`src/rtl/clmul_pkg.sv`:
```
package clmul_pkg;

   typedef enum logic [1:0] {
      OP_LOW  = 2'b00,
      OP_HIGH = 2'b01,
      OP_REV  = 2'b10,
      OP_NONE = 2'b11
   } clmul_op_e;

endpackage

```
`src/rtl/clmul_pp_gen.sv`:
```
module clmul_pp_gen #(
   parameter int unsigned DATA_W = 32,
   localparam int unsigned PW    = 2 * DATA_W
) (
   input  logic [DATA_W-1:0]          a_i,
   input  logic [DATA_W-1:0]          b_i,
   output logic [DATA_W-1:0][PW-1:0]  pp_o
);

   logic [PW-1:0] a_wide;
   assign a_wide = {{DATA_W{1'b0}}, a_i};

   // One row per bit of B: A shifted by the row index, or nothing.
   for (genvar row = 0; row < DATA_W; row++) begin : g_row
      assign pp_o[row] = b_i[row] ? (a_wide << row) : '0;
   end

endmodule

```
`src/rtl/clmul_xor_tree.sv`:
```
module clmul_xor_tree #(
   parameter int unsigned LEAVES = 32,
   parameter int unsigned PW     = 64,
   localparam int unsigned DEPTH = $clog2(LEAVES)
) (
   input  logic [LEAVES-1:0][PW-1:0] leaf_i,
   output logic [PW-1:0]             sum_o
);

   if (LEAVES < 2 || (LEAVES & (LEAVES - 1)) != 0) begin : g_bad_leaves
      $error("clmul_xor_tree: LEAVES must be a power of two of at least 2");
   end

   // Each level halves the number of terms; adjacent pairs are XORed.
   for (genvar lvl = 1; lvl <= DEPTH; lvl++) begin : g_lvl
      localparam int unsigned CNT = LEAVES >> lvl;
      logic [CNT-1:0][PW-1:0] v;
      for (genvar k = 0; k < CNT; k++) begin : g_node
         if (lvl == 1) begin : g_first
            assign v[k] = leaf_i[2*k] ^ leaf_i[2*k+1];
         end else begin : g_inner
            assign v[k] = g_lvl[lvl-1].v[2*k] ^ g_lvl[lvl-1].v[2*k+1];
         end
      end
   end

   assign sum_o = g_lvl[DEPTH].v[0];

endmodule

```
`src/rtl/clmul_view_sel.sv`:
```
module clmul_view_sel
   import clmul_pkg::*;
#(
   parameter int unsigned DATA_W = 32,
   localparam int unsigned PW    = 2 * DATA_W
) (
   input  logic [PW-1:0]     prod_i,
   input  logic [1:0]        op_i,
   output logic [DATA_W-1:0] view_o
);

   always_comb begin
      unique case (clmul_op_e'(op_i))
         OP_LOW:  view_o = prod_i[DATA_W-1:0];
         OP_HIGH: view_o = prod_i[PW-1:DATA_W];
         OP_REV:  view_o = prod_i[PW-2:DATA_W-1];
         default: view_o = '0;
      endcase
   end

endmodule

```
`src/rtl/clmul_unit.sv`:
```
module clmul_unit
   import clmul_pkg::*;
#(
   parameter int unsigned DATA_W    = 32,
   parameter bit          OUT_REG   = 1'b1,
   localparam int unsigned PW       = 2 * DATA_W
) (
   input  logic              clk_i,
   input  logic              rst_ni,
   input  logic              valid_i,
   input  logic [1:0]        op_i,
   input  logic [DATA_W-1:0] a_i,
   input  logic [DATA_W-1:0] b_i,
   output logic              valid_o,
   output logic [DATA_W-1:0] result_o
);

   if (DATA_W < 2 || (DATA_W & (DATA_W - 1)) != 0) begin : g_bad_width
      $error("clmul_unit: DATA_W must be a power of two of at least 2");
   end

   logic [DATA_W-1:0][PW-1:0] pp;
   logic [PW-1:0]             prod;
   logic [DATA_W-1:0]         view;

   clmul_pp_gen #(
      .DATA_W (DATA_W)
   ) i_pp_gen (
      .a_i  (a_i),
      .b_i  (b_i),
      .pp_o (pp)
   );

   clmul_xor_tree #(
      .LEAVES (DATA_W),
      .PW     (PW)
   ) i_xor_tree (
      .leaf_i (pp),
      .sum_o  (prod)
   );

   clmul_view_sel #(
      .DATA_W (DATA_W)
   ) i_view_sel (
      .prod_i (prod),
      .op_i   (op_i),
      .view_o (view)
   );

   if (OUT_REG) begin : g_reg
      logic              valid_q;
      logic [DATA_W-1:0] result_q;

      always_ff @(posedge clk_i or negedge rst_ni) begin
         if (!rst_ni) begin
            valid_q  <= 1'b0;
            result_q <= '0;
         end else begin
            valid_q <= valid_i;
            if (valid_i) begin
               result_q <= view;
            end
         end
      end

      assign valid_o  = valid_q;
      assign result_o = result_q;

      // the strobe trails the input strobe by one clock
      a_r8_valid_delay: assert property (@(posedge clk_i) disable iff (!rst_ni)
         1'b1 |=> valid_o == $past(valid_i));

      // a presented result appears at the output on the next clock
      a_r8_result_delay: assert property (@(posedge clk_i) disable iff (!rst_ni)
         valid_i |=> result_o == $past(view));

      // the result is held while no new operands arrive
      a_r9_hold: assert property (@(posedge clk_i) disable iff (!rst_ni)
         !valid_i |=> $stable(result_o));
   end else begin : g_comb
      assign valid_o  = valid_i;
      assign result_o = view;
   end

   // a zero B operand gives a zero window for every select
   a_r3_zero_operand: assert property (@(posedge clk_i) disable iff (!rst_ni)
      (valid_i && b_i == '0) |-> view == '0);

   // multiplying by one passes A through in the low window
   a_r4_unit_low: assert property (@(posedge clk_i) disable iff (!rst_ni)
      (valid_i && b_i == DATA_W'(1) && op_i == OP_LOW) |-> view == a_i);

   // the top bit of the high window is never set
   a_r5_high_msb: assert property (@(posedge clk_i) disable iff (!rst_ni)
      (valid_i && op_i == OP_HIGH) |-> !view[DATA_W-1]);

   // the unused select returns zero
   a_r7_none_zero: assert property (@(posedge clk_i) disable iff (!rst_ni)
      (valid_i && op_i == OP_NONE) |-> view == '0);

endmodule

```
`config.mk`:
```
export PLATFORM = sky130hd
export DESIGN_NAME = clmul_unit
export DESIGN_NICKNAME = d
export VERILOG_FILES = /design/src/rtl/clmul_pkg.sv /design/src/rtl/clmul_pp_gen.sv /design/src/rtl/clmul_xor_tree.sv /design/src/rtl/clmul_view_sel.sv /design/src/rtl/clmul_unit.sv
export SDC_FILE = /design/constraint.sdc
export NUM_CORES = 1
export LEC_CHECK = 0
export BUFFER_PORTS_ARGS = -buffer_cell sky130_fd_sc_hd__buf_2
export CORE_AREA = 2 2 211 213
export DETAILED_ROUTE_END_ITERATION = 12
export DIE_AREA = 0 0 213 215
export PLACE_DENSITY = 0.57
export REMOVE_ABC_BUFFERS = 1
export SLEW_MARGIN = 30
export SYNTH_ARGS = -nofsm -noshare
export SYNTH_HDL_FRONTEND = slang
export SYNTH_SLANG_ARGS = --single-unit
```
`constraint.sdc`:
```
create_clock -name clk_i -period 1.7 [get_ports clk_i]
set_input_delay 0.34 -clock clk_i [delete_from_list [all_inputs] [get_ports clk_i]]
set_output_delay 0.34 -clock clk_i [all_outputs]
set_load 0.02 [all_outputs]
```
# Word level (Yosys, flattened, before mapping)
# Cells that the tools add are included.
dict set report word_totals {
  register_bits 33
  latch_bits 0
  mem_bits_rw 0
  rom_bits 0
  out_inout_bits 33
  wordCells 69
  memories 0
}
dict set report op_classes {
  add_sub_neg 0
  mul 0
  div_mod_pow 0
  magnitude_cmp 0
  eq_ne 2
  shift 0
  mux 33
  n_bitwise 31
  n_reduce_logical 1
}
# operator n
set op_table {}
lappend op_table {{$xor A64 B64 Y64} 15}
lappend op_table {{$pmux W32 S3} 1}
lappend op_table {{$mux W63} 1}
lappend op_table {{$xor A62 B63 Y63} 1}
lappend op_table {{$mux W62} 1}
lappend op_table {{$mux W61} 1}
lappend op_table {{$xor A60 B61 Y61} 1}
lappend op_table {{$mux W60} 1}
lappend op_table {{$mux W59} 1}
lappend op_table {{$xor A58 B59 Y59} 1}
lappend op_table {{$mux W58} 1}
lappend op_table {{$mux W57} 1}
lappend op_table {{$xor A56 B57 Y57} 1}
lappend op_table {{$mux W56} 1}
lappend op_table {{$mux W55} 1}
lappend op_table {{$xor A54 B55 Y55} 1}
lappend op_table {{$mux W54} 1}
lappend op_table {{$mux W53} 1}
lappend op_table {{$xor A52 B53 Y53} 1}
lappend op_table {{$mux W52} 1}
lappend op_table {{$mux W51} 1}
lappend op_table {{$xor A50 B51 Y51} 1}
lappend op_table {{$mux W50} 1}
lappend op_table {{$mux W49} 1}
lappend op_table {{other kinds (29)} 29}

# Depth between registers and ports, before layout
dict set report logic_depth {
  depth_word 7
  ltp_mapped 10
  depth_no_buf 8
}

# Cells and area by module
# From an unflattened synthesis, not the netlist that was laid out.
dict set report hier_totals {
  hier_cells 4371
  hier_area_um2 34668.2
}
# mod instances cells_each area_each_um2 seq_area_each_um2
set by_module_without_submodules {}
lappend by_module_without_submodules {clmul_xor_tree 1 1984 17376.7 0.0}
lappend by_module_without_submodules {clmul_pp_gen 1 2241 15134.5 0.0}
lappend by_module_without_submodules {clmul_unit 1 69 1370.1 825.8}
lappend by_module_without_submodules {clmul_view_sel 1 77 787.0 0.0}

# Worst setup path before layout
# Ideal clock, no wire load.
dict set report synth_timing {
  path_kind {input -> register}
  from {in b_i[24]}
  to {reg g_reg.result_q[3] (netlist: result_o[3])}
  arrival_ns 1.738
  t_required_ns 1.574
  setup_slack_ns -0.164
  path_stages 9
  path_buffers 2
  path_cell_list {buf_4 buf_2 nand2_1 xnor2_1 xnor2_1 xnor2_1 xnor2_1 nor2_1 o32a_1}
}
dict set report synth_via {
  elab_chain_len 7
}
# element line
set synth_rtl {}
lappend synth_rtl {{from (decl)} clmul_unit.sv:13} ;# input logic [DATA_W-1:0] b_i,
lappend synth_rtl {{$mux W56} clmul_pp_gen.sv:15} ;# assign pp_o[row] = b_i[row] ? (a_wide << row) : '0;
lappend synth_rtl {{$xor A56 B57 Y57} clmul_xor_tree.sv:20} ;# assign v[k] = leaf_i[2*k] ^ leaf_i[2*k+1];
lappend synth_rtl {{$xor A64 B64 Y64 (4 in a row)} clmul_xor_tree.sv:22} ;# assign v[k] = g_lvl[lvl-1].v[2*k] ^ g_lvl[lvl-1].v[2*k+1];
lappend synth_rtl {{$pmux W32 S3} clmul_view_sel.sv:13} ;# unique case (clmul_op_e'(op_i))
lappend synth_rtl {{to (signal assigned)} clmul_unit.sv:61} ;# result_q <= view;
lappend synth_rtl {{to (decl)} clmul_unit.sv:52} ;# logic [DATA_W-1:0] result_q;
# Every way passes these cells.
# A chain may end at the register's enable or synchronous reset.

# Final worst setup path
dict set report layout_timing {
  from {in b_i[16]}
  to {reg g_reg.result_q[13] (netlist: result_o[13])}
}
dict set report layout_via {
  elab_chain_len 7
}
# element line
set layout_rtl {}
lappend layout_rtl {{$mux W48} clmul_pp_gen.sv:15}
lappend layout_rtl {{$xor A48 B49 Y49} clmul_xor_tree.sv:20}
lappend layout_rtl {{$xor A64 B64 Y64 (4 in a row)} clmul_xor_tree.sv:22}
lappend layout_rtl {{$pmux W32 S3} clmul_view_sel.sv:13}
# Every way passes these cells.

==> qor.yml <==
outcome: "complete, but fails checks"
violations: "setup timing"
internal-power_mw: 10.3
fin_crit_sh: 1.24
ir_worst_vdd_uv: 781
crit_type: "in2reg"
start_util: 0.344
grt_pass1_wl_um: 115000
final_common_cell: "nand2_1"
syn_area_per_cell_sq_um: 6.35
netlist_area_sq_mm: 0.0150
cellPowerDensity_mw_per_mm2: 730
rows: 77
path_common_cell: "xnor2_1"
ys_warn_count: 0
n_antenna_cell: 0
worstPathCellList: "buf_6 -> buf_12 -> nand2_1 -> xnor2_1 -> xnor2_1 -> xnor2_1 -> xnor2_2 -> buf_4 -> xnor2_4 -> o21ai_1 -> a221o_1"
place_ws_ns: -0.921
wl_per_cell_um: 24.9
synth_top_cell_area_share: 0.438
place.gp.congestion: 1.00
hpwlAfterDp_um: 52100
p_sw_mw: 9.33
drc: 0
synthCells: 2365
required_ns: 1.87
arrival_ns: 2.27
final_cell_mix: "nand2_1, xnor2_1, buf_4"
clk_latency_ns: 0.28
fmax_ghz: 0.475
core_sq_mm: 0.0436
ant_nets: 0
cts-root-buf: "clkbuf_16"
grt_pass1_vias: 18000
ys_seq_area_frac: 0.0550
synth_ff_type: "dfrtp_1"
p_seq_frac: 0.063
num_vias: 19300
synth.area.top_cells: "xnor2_1, nand2_1, xor2_1, dfrtp_1, buf_2"
max_cap_violations: 0
end_kind: "flip-flop"
yosysTopAreaCell: "xnor2_1"
fp.dieH_um: 215
tns_ns: -9.17
p_clk_frac: 0.055
dr.pass1.iters: 7
grt_setup_unrepaired: "true"
setup_slack_ns: -0.403
cts_tree: "built"
instances_no_fill: 3499
tightest_slew_ns: 0.597
clk_pin_slew_worst_paths_ns: 0.06
drt-vias-per-instance: 5.52
relSlewSlack: 0.601
drv_slew: 0
dr.first_iter.drc_count: 2703
synth-async-reset-ratio: 1.00
nFillCells: 3318
ys_ff_latch: 33
setup_violations: 32
io_pins: 102
htreeDepth: 2
wirelength_um: 87000
crit_slowest_cell: "a221o_1"
p_leak_nw: 11.9
drive_above_1_share: 0.421
fin_nets: 2975
grt-ovfl-total: 0
finalClockSkew_ns: 0
p_comb_frac: 0.882
dieArea_sq_mm: 0.0458
hold_viol_final: 0
ys_types: 35
min_path_type: "in2async"
grt_max_degree: 42
port_buffers: 101
layout_min_cycle_time_ns: 2.10
synth_edf_count: 0
placedCellCount: 3296
synthToLayoutAreaGrowth_pct: 79.3
clock_sinks: 33
critPathMaxFanout: 6
antenna_found_initial: 0
cts_buffer_depth: 2
cts_made_buffers: 5
die-width_um: 213
grtUsageTotal: 0.336
p_sw_frac: 0.475
crit_path_start_kind: "input port"
cp_slowest_stage_delay_ns: 0.29
ctsHoldBuffers: 0
registers in the layout (all words and copies together) (netlist names):
name      cells
result_o     32
valid_o       1
cells in the mapped netlist, types with 2 or more instances:
master        n
nand2_1    1036
xnor2_1     750
xor2_1      205
buf_2       145
buf_4        40
dfrtp_1      33
a21oi_1      31
nor2_1       30
clkbuf_1     22
o22ai_1      11
o21ai_0       6
o2bb2ai_1     6
a22oi_1       5
inv_1         4
o22a_1        4
a211oi_1      3
nor2b_1       3
o211ai_1      3
o21ai_1       3
o221ai_1      3
xnor3_1       3
a211o_1       2
a221o_1       2
a31oi_1       2
nand3_1       2
nor3_1        2
timing repair:
item / 4_1_cts / 5_1_grt
gates resized for setup: 457 / 511
pin swaps: 348 / 396
gates cloned: 22 / 11
setup buffers: 98 / 99
setup endpoints to repair: 32 / 32
critical path: cells and delay by family:
kind / cells / cell delay, ns
compound gates: 2 / 0.38
simple gates: 1 / 0.10
buf+inv: 3 / 0.50
xor+xnor: 5 / 0.93
power by group through the flow:
stage / Sequential, mW / Combinational [mW] / Clock [mW]
finish: 1.24 / 17.3 / 1.08
floorplan: 1.56 / 6.49 / 0
detailed placement: 1.25 / 13.0 / 0
CTS: 1.23 / 15.2 / 1.09
global placement: 1.25 / 13.0 / 0
global route: 1.27 / 17.9 / 1.12
cells by family after synthesis:
| logic type | Yosys count | share of synthesized area |
|---|---|---|
| buffers and inverters | 212 | 0.0751 |
| DFF | 33 | 0.0550 |
| and+or+nand+nor | 1074 | 0.270 |
| xor gates and xnor gates | 958 | 0.562 |
| muxes | 2 | 0.00142 |
| AOI/OAI and AO/OA | 86 | 0.0374 |
layout make-up:
| cell class | instances | area, sq um | share of cell area |
|---|---|---|---|
| flip-flops and latches | 33 | 826 | 0.0307 |
| well taps | 592 | 741 | 0.0275 |
| clock inverters | 1 | 30.0 | 0.00112 |
| multi-input cells | 2120 | 16300 | 0.606 |
| clock buffers | 7 | 143 | 0.00530 |
| inverters | 5 | 18.8 | 0.000697 |
| repair buffers | 741 | 8860 | 0.329 |
final timing paths:
check	start	endpoint	slack (ns)	cells past startpoint
min reg2reg	result_o[23]	result_o[23]	0.48	1
max reg2reg	result_o[2]	result_o[2]	0.71	3
max in group asynchronous	rst_ni	valid_o	1.27	2
min	rst_ni	result_o[14]	0.08	2
min in group clk_i	valid_i	valid_o	0.44	2
max	b_i[16]	result_o[13]	-0.40	11
through the flow:
step           hold slack (ns)  power [mW]  cell area [sq um]   util
6_report                0.0836        19.6              26900  0.617
4_1_cts                 0.0955        17.5              23500  0.539
3_3_place_gp             0.397        14.2              19900  0.456
2_1_floorplan           0.0444        8.04              13900      -
3_5_place_dp             0.397        14.3              19900  0.456
5_1_grt                  0.125        20.3              26900  0.617
per-layer routing:
layer  track usage  vias up  share of wire
met4         0.248        0           0.10
met2         0.528     1554           0.44
met5             0        -              0
met3        0.0703      613           0.12
met1         0.401     9017           0.34
li1              -     8113              -
(Power assumes the default switching activity.)
